## src/rtl/cfg_port_pkg.sv

```systemverilog
package cfg_port_pkg;
  localparam int unsigned BANK_PINS = 8;

  localparam logic [7:0] KEY_OPEN  = 8'h87;
  localparam logic [7:0] KEY_CLOSE = 8'hAA;

  localparam logic [7:0] IDX_LDN   = 8'h07;
  localparam logic [7:0] IDX_ID_HI = 8'h20;
  localparam logic [7:0] IDX_ID_LO = 8'h21;
  localparam logic [7:0] IDX_EN    = 8'h30;

  localparam logic [7:0] LDN_GPIO  = 8'h07;
  localparam logic [7:0] LDN_MODE  = 8'h0F;

  localparam logic [15:0] CHIP_ID  = 16'h1061;

  typedef enum logic [1:0] {
    ST_LOCKED,
    ST_ARMED,
    ST_OPEN
  } key_state_e;

  function automatic logic [7:0] dir_idx(input int b);
    return 8'hE0 + 8'(b * 4);
  endfunction

  function automatic logic [7:0] dat_idx(input int b);
    return 8'hE1 + 8'(b * 4);
  endfunction

  function automatic logic [7:0] mode_idx(input int b);
    return 8'hE0 + 8'(b);
  endfunction
endpackage

```

## src/rtl/cfg_key_fsm.sv

```systemverilog
module cfg_key_fsm
  import cfg_port_pkg::*;
(
  input  logic       clk_i,
  input  logic       rst_ni,
  input  logic       idx_wr_i,
  input  logic [7:0] wdata_i,
  output logic       open_o
);
  key_state_e state_q, state_d;

  always_comb begin
    state_d = state_q;
    if (idx_wr_i) begin
      unique case (state_q)
        ST_LOCKED: state_d = (wdata_i == KEY_OPEN) ? ST_ARMED : ST_LOCKED;
        ST_ARMED:  state_d = (wdata_i == KEY_OPEN) ? ST_OPEN  : ST_LOCKED;
        ST_OPEN:   state_d = (wdata_i == KEY_CLOSE) ? ST_LOCKED : ST_OPEN;
        default:   state_d = ST_LOCKED;
      endcase
    end
  end

  always_ff @(posedge clk_i or negedge rst_ni) begin
    if (!rst_ni) state_q <= ST_LOCKED;
    else         state_q <= state_d;
  end

  assign open_o = (state_q == ST_OPEN);

  AST_OPEN_NEEDS_KEY: assert property (@(posedge clk_i) disable iff (!rst_ni)
    $rose(open_o) |-> $past(idx_wr_i && wdata_i == KEY_OPEN));
  AST_BAD_KEY_STAYS_SHUT: assert property (@(posedge clk_i) disable iff (!rst_ni)
    (!open_o && idx_wr_i && wdata_i != KEY_OPEN) |=> !open_o);
  AST_CLOSE_KEY_SHUTS: assert property (@(posedge clk_i) disable iff (!rst_ni)
    (open_o && idx_wr_i && wdata_i == KEY_CLOSE) |=> !open_o);
endmodule

```

## src/rtl/cfg_regfile.sv

```systemverilog
module cfg_regfile
  import cfg_port_pkg::*;
#(
  parameter int unsigned NUM_BANKS = 2,
  localparam int unsigned PADS = NUM_BANKS * BANK_PINS
) (
  input  logic                 clk_i,
  input  logic                 rst_ni,
  input  logic                 open_i,
  input  logic                 idx_wr_i,
  input  logic                 dat_wr_i,
  input  logic                 idx_rd_i,
  input  logic                 dat_rd_i,
  input  logic [7:0]           wdata_i,
  input  logic [PADS-1:0]      bank_dir_i,
  input  logic [PADS-1:0]      bank_mode_i,
  input  logic [PADS-1:0]      pad_lvl_i,
  output logic [7:0]           rdata_o,
  output logic [NUM_BANKS-1:0] en_o,
  output logic [NUM_BANKS-1:0] dir_we_o,
  output logic [NUM_BANKS-1:0] lat_we_o,
  output logic [NUM_BANKS-1:0] mode_we_o
);
  logic [7:0]           index_q, ldn_q;
  logic [NUM_BANKS-1:0] en_q;
  logic                 wr_ok;

  assign wr_ok = open_i && dat_wr_i;

  always_ff @(posedge clk_i or negedge rst_ni) begin
    if (!rst_ni) begin
      index_q <= '0;
      ldn_q   <= '0;
      en_q    <= '0;
    end else begin
      if (open_i && idx_wr_i && wdata_i != KEY_CLOSE) index_q <= wdata_i;
      if (wr_ok && index_q == IDX_LDN) ldn_q <= wdata_i;
      if (wr_ok && ldn_q == LDN_GPIO && index_q == IDX_EN)
        en_q <= wdata_i[NUM_BANKS-1:0];
    end
  end

  for (genvar b = 0; b < NUM_BANKS; b++) begin : g_we
    assign dir_we_o[b]  = wr_ok && ldn_q == LDN_GPIO && index_q == dir_idx(b);
    assign lat_we_o[b]  = wr_ok && ldn_q == LDN_GPIO && index_q == dat_idx(b);
    assign mode_we_o[b] = wr_ok && ldn_q == LDN_MODE && index_q == mode_idx(b);
  end

  always_comb begin
    rdata_o = 8'hFF;
    if (open_i && idx_rd_i) begin
      rdata_o = index_q;
    end else if (open_i && dat_rd_i) begin
      rdata_o = 8'h00;
      if (index_q == IDX_LDN)        rdata_o = ldn_q;
      else if (index_q == IDX_ID_HI) rdata_o = CHIP_ID[15:8];
      else if (index_q == IDX_ID_LO) rdata_o = CHIP_ID[7:0];
      else if (ldn_q == LDN_GPIO) begin
        if (index_q == IDX_EN) rdata_o = 8'(en_q);
        for (int b = 0; b < NUM_BANKS; b++) begin
          if (index_q == dir_idx(b)) rdata_o = bank_dir_i[b*BANK_PINS +: BANK_PINS];
          if (index_q == dat_idx(b)) rdata_o = pad_lvl_i[b*BANK_PINS +: BANK_PINS];
        end
      end else if (ldn_q == LDN_MODE) begin
        for (int b = 0; b < NUM_BANKS; b++)
          if (index_q == mode_idx(b)) rdata_o = bank_mode_i[b*BANK_PINS +: BANK_PINS];
      end
    end
  end

  assign en_o = en_q;

  AST_LOCKED_HOLDS_CFG: assert property (@(posedge clk_i) disable iff (!rst_ni)
    !open_i |=> ($stable(ldn_q) && $stable(en_q) && $stable(index_q)));
  AST_LOCKED_NO_STROBE: assert property (@(posedge clk_i) disable iff (!rst_ni)
    !open_i |-> (dir_we_o == '0 && lat_we_o == '0 && mode_we_o == '0));
  AST_LOCKED_READS_FF: assert property (@(posedge clk_i) disable iff (!rst_ni)
    (!open_i && (idx_rd_i || dat_rd_i)) |-> rdata_o == 8'hFF);
  AST_ID_FIXED: assert property (@(posedge clk_i) disable iff (!rst_ni)
    (open_i && dat_rd_i && index_q == IDX_ID_LO) |-> rdata_o == CHIP_ID[7:0]);
endmodule

```

## src/rtl/cfg_gpio_bank.sv

```systemverilog
module cfg_gpio_bank
  import cfg_port_pkg::*;
(
  input  logic                 clk_i,
  input  logic                 rst_ni,
  input  logic                 en_i,
  input  logic                 dir_we_i,
  input  logic                 lat_we_i,
  input  logic                 mode_we_i,
  input  logic [7:0]           wdata_i,
  output logic [BANK_PINS-1:0] dir_o,
  output logic [BANK_PINS-1:0] mode_o,
  output logic [BANK_PINS-1:0] pad_o,
  output logic [BANK_PINS-1:0] pad_oe_o
);
  logic [BANK_PINS-1:0] dir_q, lat_q, mode_q, drv;

  always_ff @(posedge clk_i or negedge rst_ni) begin
    if (!rst_ni) begin
      dir_q  <= '1;
      lat_q  <= '0;
      mode_q <= '0;
    end else begin
      if (dir_we_i)  dir_q  <= wdata_i[BANK_PINS-1:0];
      if (lat_we_i)  lat_q  <= wdata_i[BANK_PINS-1:0];
      if (mode_we_i) mode_q <= wdata_i[BANK_PINS-1:0];
    end
  end

  // open-drain: latch 1 releases, latch 0 pulls low
  assign drv      = {BANK_PINS{en_i}} & ~dir_q;
  assign pad_oe_o = drv & (~mode_q | ~lat_q);
  assign pad_o    = drv & ~mode_q & lat_q;
  assign dir_o    = dir_q;
  assign mode_o   = mode_q;

  AST_INPUT_NOT_DRIVEN: assert property (@(posedge clk_i) disable iff (!rst_ni)
    (pad_oe_o & dir_q) == '0);
  AST_DISABLED_QUIET: assert property (@(posedge clk_i) disable iff (!rst_ni)
    !en_i |-> pad_oe_o == '0);
  AST_OD_NEVER_HIGH: assert property (@(posedge clk_i) disable iff (!rst_ni)
    (pad_o & pad_oe_o & mode_q) == '0);
endmodule

```

## src/rtl/cfg_port_gpio.sv

```systemverilog
module cfg_port_gpio
  import cfg_port_pkg::*;
#(
  parameter int unsigned ADDR_W    = 16,
  parameter logic [15:0] BASE_ADDR = 16'h002E,
  parameter int unsigned NUM_BANKS = 2,
  localparam int unsigned PADS     = NUM_BANKS * BANK_PINS
) (
  input  logic              clk_i,
  input  logic              rst_ni,
  input  logic [ADDR_W-1:0] io_addr_i,
  input  logic              io_wr_i,
  input  logic              io_rd_i,
  input  logic [7:0]        io_wdata_i,
  output logic [7:0]        io_rdata_o,
  input  logic [PADS-1:0]   pad_i,
  output logic [PADS-1:0]   pad_o,
  output logic [PADS-1:0]   pad_oe_o
);
  logic                 idx_sel, dat_sel, cfg_open;
  logic [NUM_BANKS-1:0] en, dir_we, lat_we, mode_we;
  logic [PADS-1:0]      dir_all, mode_all;

  assign idx_sel = (io_addr_i == ADDR_W'(BASE_ADDR));
  assign dat_sel = (io_addr_i == ADDR_W'(BASE_ADDR + 16'd1));

  cfg_key_fsm u_key (
    .clk_i    (clk_i),
    .rst_ni   (rst_ni),
    .idx_wr_i (io_wr_i && idx_sel),
    .wdata_i  (io_wdata_i),
    .open_o   (cfg_open)
  );

  cfg_regfile #(.NUM_BANKS(NUM_BANKS)) u_regs (
    .clk_i       (clk_i),
    .rst_ni      (rst_ni),
    .open_i      (cfg_open),
    .idx_wr_i    (io_wr_i && idx_sel),
    .dat_wr_i    (io_wr_i && dat_sel),
    .idx_rd_i    (io_rd_i && idx_sel),
    .dat_rd_i    (io_rd_i && dat_sel),
    .wdata_i     (io_wdata_i),
    .bank_dir_i  (dir_all),
    .bank_mode_i (mode_all),
    .pad_lvl_i   (pad_i),
    .rdata_o     (io_rdata_o),
    .en_o        (en),
    .dir_we_o    (dir_we),
    .lat_we_o    (lat_we),
    .mode_we_o   (mode_we)
  );

  for (genvar b = 0; b < NUM_BANKS; b++) begin : g_bank
    cfg_gpio_bank u_bank (
      .clk_i     (clk_i),
      .rst_ni    (rst_ni),
      .en_i      (en[b]),
      .dir_we_i  (dir_we[b]),
      .lat_we_i  (lat_we[b]),
      .mode_we_i (mode_we[b]),
      .wdata_i   (io_wdata_i),
      .dir_o     (dir_all[b*BANK_PINS +: BANK_PINS]),
      .mode_o    (mode_all[b*BANK_PINS +: BANK_PINS]),
      .pad_o     (pad_o[b*BANK_PINS +: BANK_PINS]),
      .pad_oe_o  (pad_oe_o[b*BANK_PINS +: BANK_PINS])
    );
  end

  AST_FOREIGN_ADDR_READS_FF: assert property (@(posedge clk_i) disable iff (!rst_ni)
    (io_rd_i && !idx_sel && !dat_sel) |-> io_rdata_o == 8'hFF);
endmodule

```

## config.mk

```make
export PLATFORM = sky130hd
export DESIGN_NAME = cfg_port_gpio
export DESIGN_NICKNAME = d
export VERILOG_FILES = /design/src/rtl/cfg_port_pkg.sv /design/src/rtl/cfg_key_fsm.sv /design/src/rtl/cfg_regfile.sv /design/src/rtl/cfg_gpio_bank.sv /design/src/rtl/cfg_port_gpio.sv
export SDC_FILE = /design/constraint.sdc
export NUM_CORES = 1
export LEC_CHECK = 0
export BUFFER_PORTS_ARGS = -buffer_cell sky130_fd_sc_hd__buf_4
export CORE_UTILIZATION = 51
export DETAILED_ROUTE_END_ITERATION = 10
export PLACE_DENSITY_LB_ADDON = 0.15
export SYNTH_ARGS = -nofsm -noshare
export SYNTH_HDL_FRONTEND = slang
export SYNTH_SLANG_ARGS = --single-unit
```

## constraint.sdc

```tcl
create_clock -name clk_i -period 4.82 [get_ports clk_i]
set_input_delay 0.723 -clock clk_i [delete_from_list [all_inputs] [get_ports clk_i]]
set_output_delay 0.723 -clock clk_i [all_outputs]
set_load 0.01 [all_outputs]
```

==> flow_summary_export.csv <==
group,metric,value,unit
timing,rsz0062_at_grt,"no",
synth,yosysWarnings,0,
floorplan,core.rowCount,31,
power_and_ir_drop,internal_power,943,uW
synth,synth-edff-count,0,
critical_path,critPathArrivalTime,2880,ps
power_and_ir_drop,power_frac_seq,47.3,%
layout,antennaDiodeCount,0,
drt,remaining_drc_errors,0,
cts,cts-root-buf,"clkbuf_8",
power_and_ir_drop,vdd_ir_drop_max,0.138,mV
drt,avgViaCountPerCell,6.04,
synth,synth_top_family_by_area,"multiplexers",
power_and_ir_drop,clkPwrFrac,48.3,%
cts,clkLatencyLatePin,340,ps
drt,ant_nets,0,
placement,place.port_buffers,83,
placement,dpl.cell_count,518,
min_path,hold_class,"primary input to asynchronous set/reset pin",
floorplan,ios,84,
placement,place.gp.congestion,0.945,
power_and_ir_drop,power_frac_comb,4.4,%
synth,syn-num-nets,399,
grt,grt.total_usage,27.6,%
cts,clkSinkCount,68,
synth,synth_mux_area_share,23.8,%
timing,finalHoldViolations,0,
floorplan,die_width,89.8,microns
floorplan,core_area,0.00737,sq mm
timing,fin_tns_setup,0,ps
drt,vias,3225,
critical_path,worstSetupEndpointType,"output pin",
synth,synthAdderAreaFrac,0,%
layout,layout-drive-gt1-share,43.4,%
placement,place_ws,1490,ps
critical_path,r2r_cells,4,
power_and_ir_drop,leakagePower,2.19,nW
synth,ys_types,53,
layout,num-nets-final,474,
status,status,"finished clean",
synth,ys_seq_elements,68,
timing,min_period_over_period,74.8,%
synth,avgSynthCellArea,11.1,sq um
critical_path,critPathKind,"flop to output pin",
cts,cts_tree,"built",
synth,ys_seq_area_share,43.8,%
floorplan,start_util,53.4,%
grt,grt_pass1_wl,17200,microns
synth,syn_inst,355,
layout,fin_cells,534,
timing,skew,7.58,ps
drt,post_drt_wl_per_cell,20.2,microns
synth,ys.flop_type,"dfrtp_1",
timing,tightestPinTransition,1050,ps
cts,cts_buffers,9,
synth,synth-compound-area-share,10.2,%
layout,fillCellCount,626,
critical_path,start_kind,"flop",
timing,fmax,277,MHz
timing,max_slew_margin,29.8,%
synth,syn_area,0.00393,sq mm
grt,grt_max_degree,69,
grt,antenna_found_initial,0,
cts,hold_buffers,0,
grt,overflow,0,
cts,cts_resized,0,
power_and_ir_drop,p_per_area,250,mW/mm^2
placement,dp.final_hpwl,7510,microns
floorplan,die_area,0.00807,sq mm
synth,synth-simple-area-share,19.1,%
timing,worst_slack,1210,ps
critical_path,required,4100,ps
synth,synthArstFlopShare,100,%
critical_path,crit_fanout,23,
grt,first_global_vias,3284,
timing,period_needed,3610,ps
timing,setup_viol,0,
cts,clk_pin_slew,80,ps
power_and_ir_drop,p_sw,265,uW
layout,syn2layout_area_growth,22.8,%
drt,drt_wl_total,10800,microns
run,drv_cap,0,
timing,drv_slew,0,
floorplan,die_h,89.8,microns
cts,cts.path.max_buffers,2,
power_and_ir_drop,switching_share,21.9,%
drt,dr.pass1.iters,5,
synth,synth_xor_area_share,0,%
drt,drtIter0Drc,162,
cts,htreeDepth,3,
cts,cts_setup_buffers,0,
-- metrics by stage --
stage	total power, mW	util [%]	area, sq um	hold WS (ps)
2_1_floorplan	0.589	-	3930	427
3_3_place_gp	0.636	62.2	4590	504
3_5_place_dp	0.635	62.2	4590	513
4_1_cts	1.21	65.6	4830	507
5_1_grt	1.24	65.6	4830	534
6_report	1.21	65.6	4830	480
-- kinds of logic after synthesis --
group | after synthesis
simple gates | 115
mux | 82
flops | 68
compound gates | 65
buf+inv | 25
-- worst paths after layout --
path	slack [ps]	start	endpoint
max	1210	u_regs.index_q[0]	io_rdata_o[0]
min	480	rst_ni	g_bank[0].u_bank.lat_q[1]
max reg2reg	1890	u_regs.index_q[4]	g_bank[1].u_bank.lat_q[7]
min reg2reg	530	g_bank[0].u_bank.lat_q[0]	g_bank[0].u_bank.lat_q[0]
max in group asynchronous	3790	rst_ni	g_bank[0].u_bank.mode_o[6]
min in group clk_i	530	g_bank[0].u_bank.lat_q[0]	g_bank[0].u_bank.lat_q[0]
-- layer usage --
metal / global-route usage, % / share of wire, % / vias up
li1: - / - / 1476
met1: 37.3 / 45 / 1625
met2: 44.6 / 48 / 106
met3: 5.67 / 5.1 / 18
met4: 8.33 / 1.8 / 0
met5: 0 / 0 / -
-- worst max-delay path: stages, from the launching register on --
cell and delay [ps]:
dfrtp_1 1040, buf_4 350, inv_1 160, o31a_1 290, o21ai_0 80, a211oi_1 100, o32a_1 370, buf_4 140
-- synth_stat cells, types with 4 or more instances --
cell type | instances | area share, %
a211o_1 | 4 | 0.89
a21oi_1 | 29 | 3.7
clkbuf_1 | 12 | 1.1
dfrtp_1 | 52 | 33
dfstp_2 | 16 | 11
inv_1 | 5 | 0.48
mux2_2 | 58 | 17
mux2_4 | 8 | 3.1
mux2i_1 | 14 | 3.6
nand2_1 | 11 | 1.0
nand2b_1 | 18 | 2.9
nand3_1 | 7 | 0.89
nand4_1 | 8 | 1.3
nor2_1 | 16 | 1.5
nor3_1 | 9 | 1.1
nor3b_1 | 16 | 3.1
o21ai_0 | 13 | 1.7
-- flip-flops by register name, indices dropped and copies added, names as in the netlist --
register              flops
u_regs.en_o               2
u_regs.ldn_q              8
g_bank.u_bank.dir_o      16
g_bank.u_bank.mode_o     16
u_key.state_q             2
g_bank.u_bank.lat_q      16
u_regs.index_q            8
-- power by group through the flow --
stage / combinational [mW] / sequential [mW] / clock [mW]
detailed placement: 0.0540 / 0.581 / 0
global route: 0.0588 / 0.571 / 0.615
finish: 0.0536 / 0.571 / 0.583
floorplan: 0.00786 / 0.582 / 0
CTS: 0.0541 / 0.571 / 0.590
global placement: 0.0542 / 0.581 / 0
-- placed cells by master (no fill, tap or decap), types with 8 or more instances in the layout --
cell type,n
nor2_1,16
a21oi_1,29
mux2i_1,14
clkbuf_8,9
mux2_2,58
buf_4,84
nand2b_1,18
nand2_1,11
dfrtp_1,52
mux2_4,8
nor3b_1,16
nand4_1,8
nor3_1,9
dfstp_2,16
o21ai_0,13
-- final cells by class --
class / instances / area, sq um / share of cell area [%]
multi-input combinational: 262 / 2090 / 43.3
sequential: 68 / 1720 / 35.6
timing repair buffer: 84 / 631 / 13.1
clock buffer: 9 / 124 / 2.56
tap: 99 / 124 / 2.56
clock inverter: 7 / 123 / 2.54
inverter: 5 / 18.8 / 0.388
Note: power is estimated with default switching activity, not from simulation.
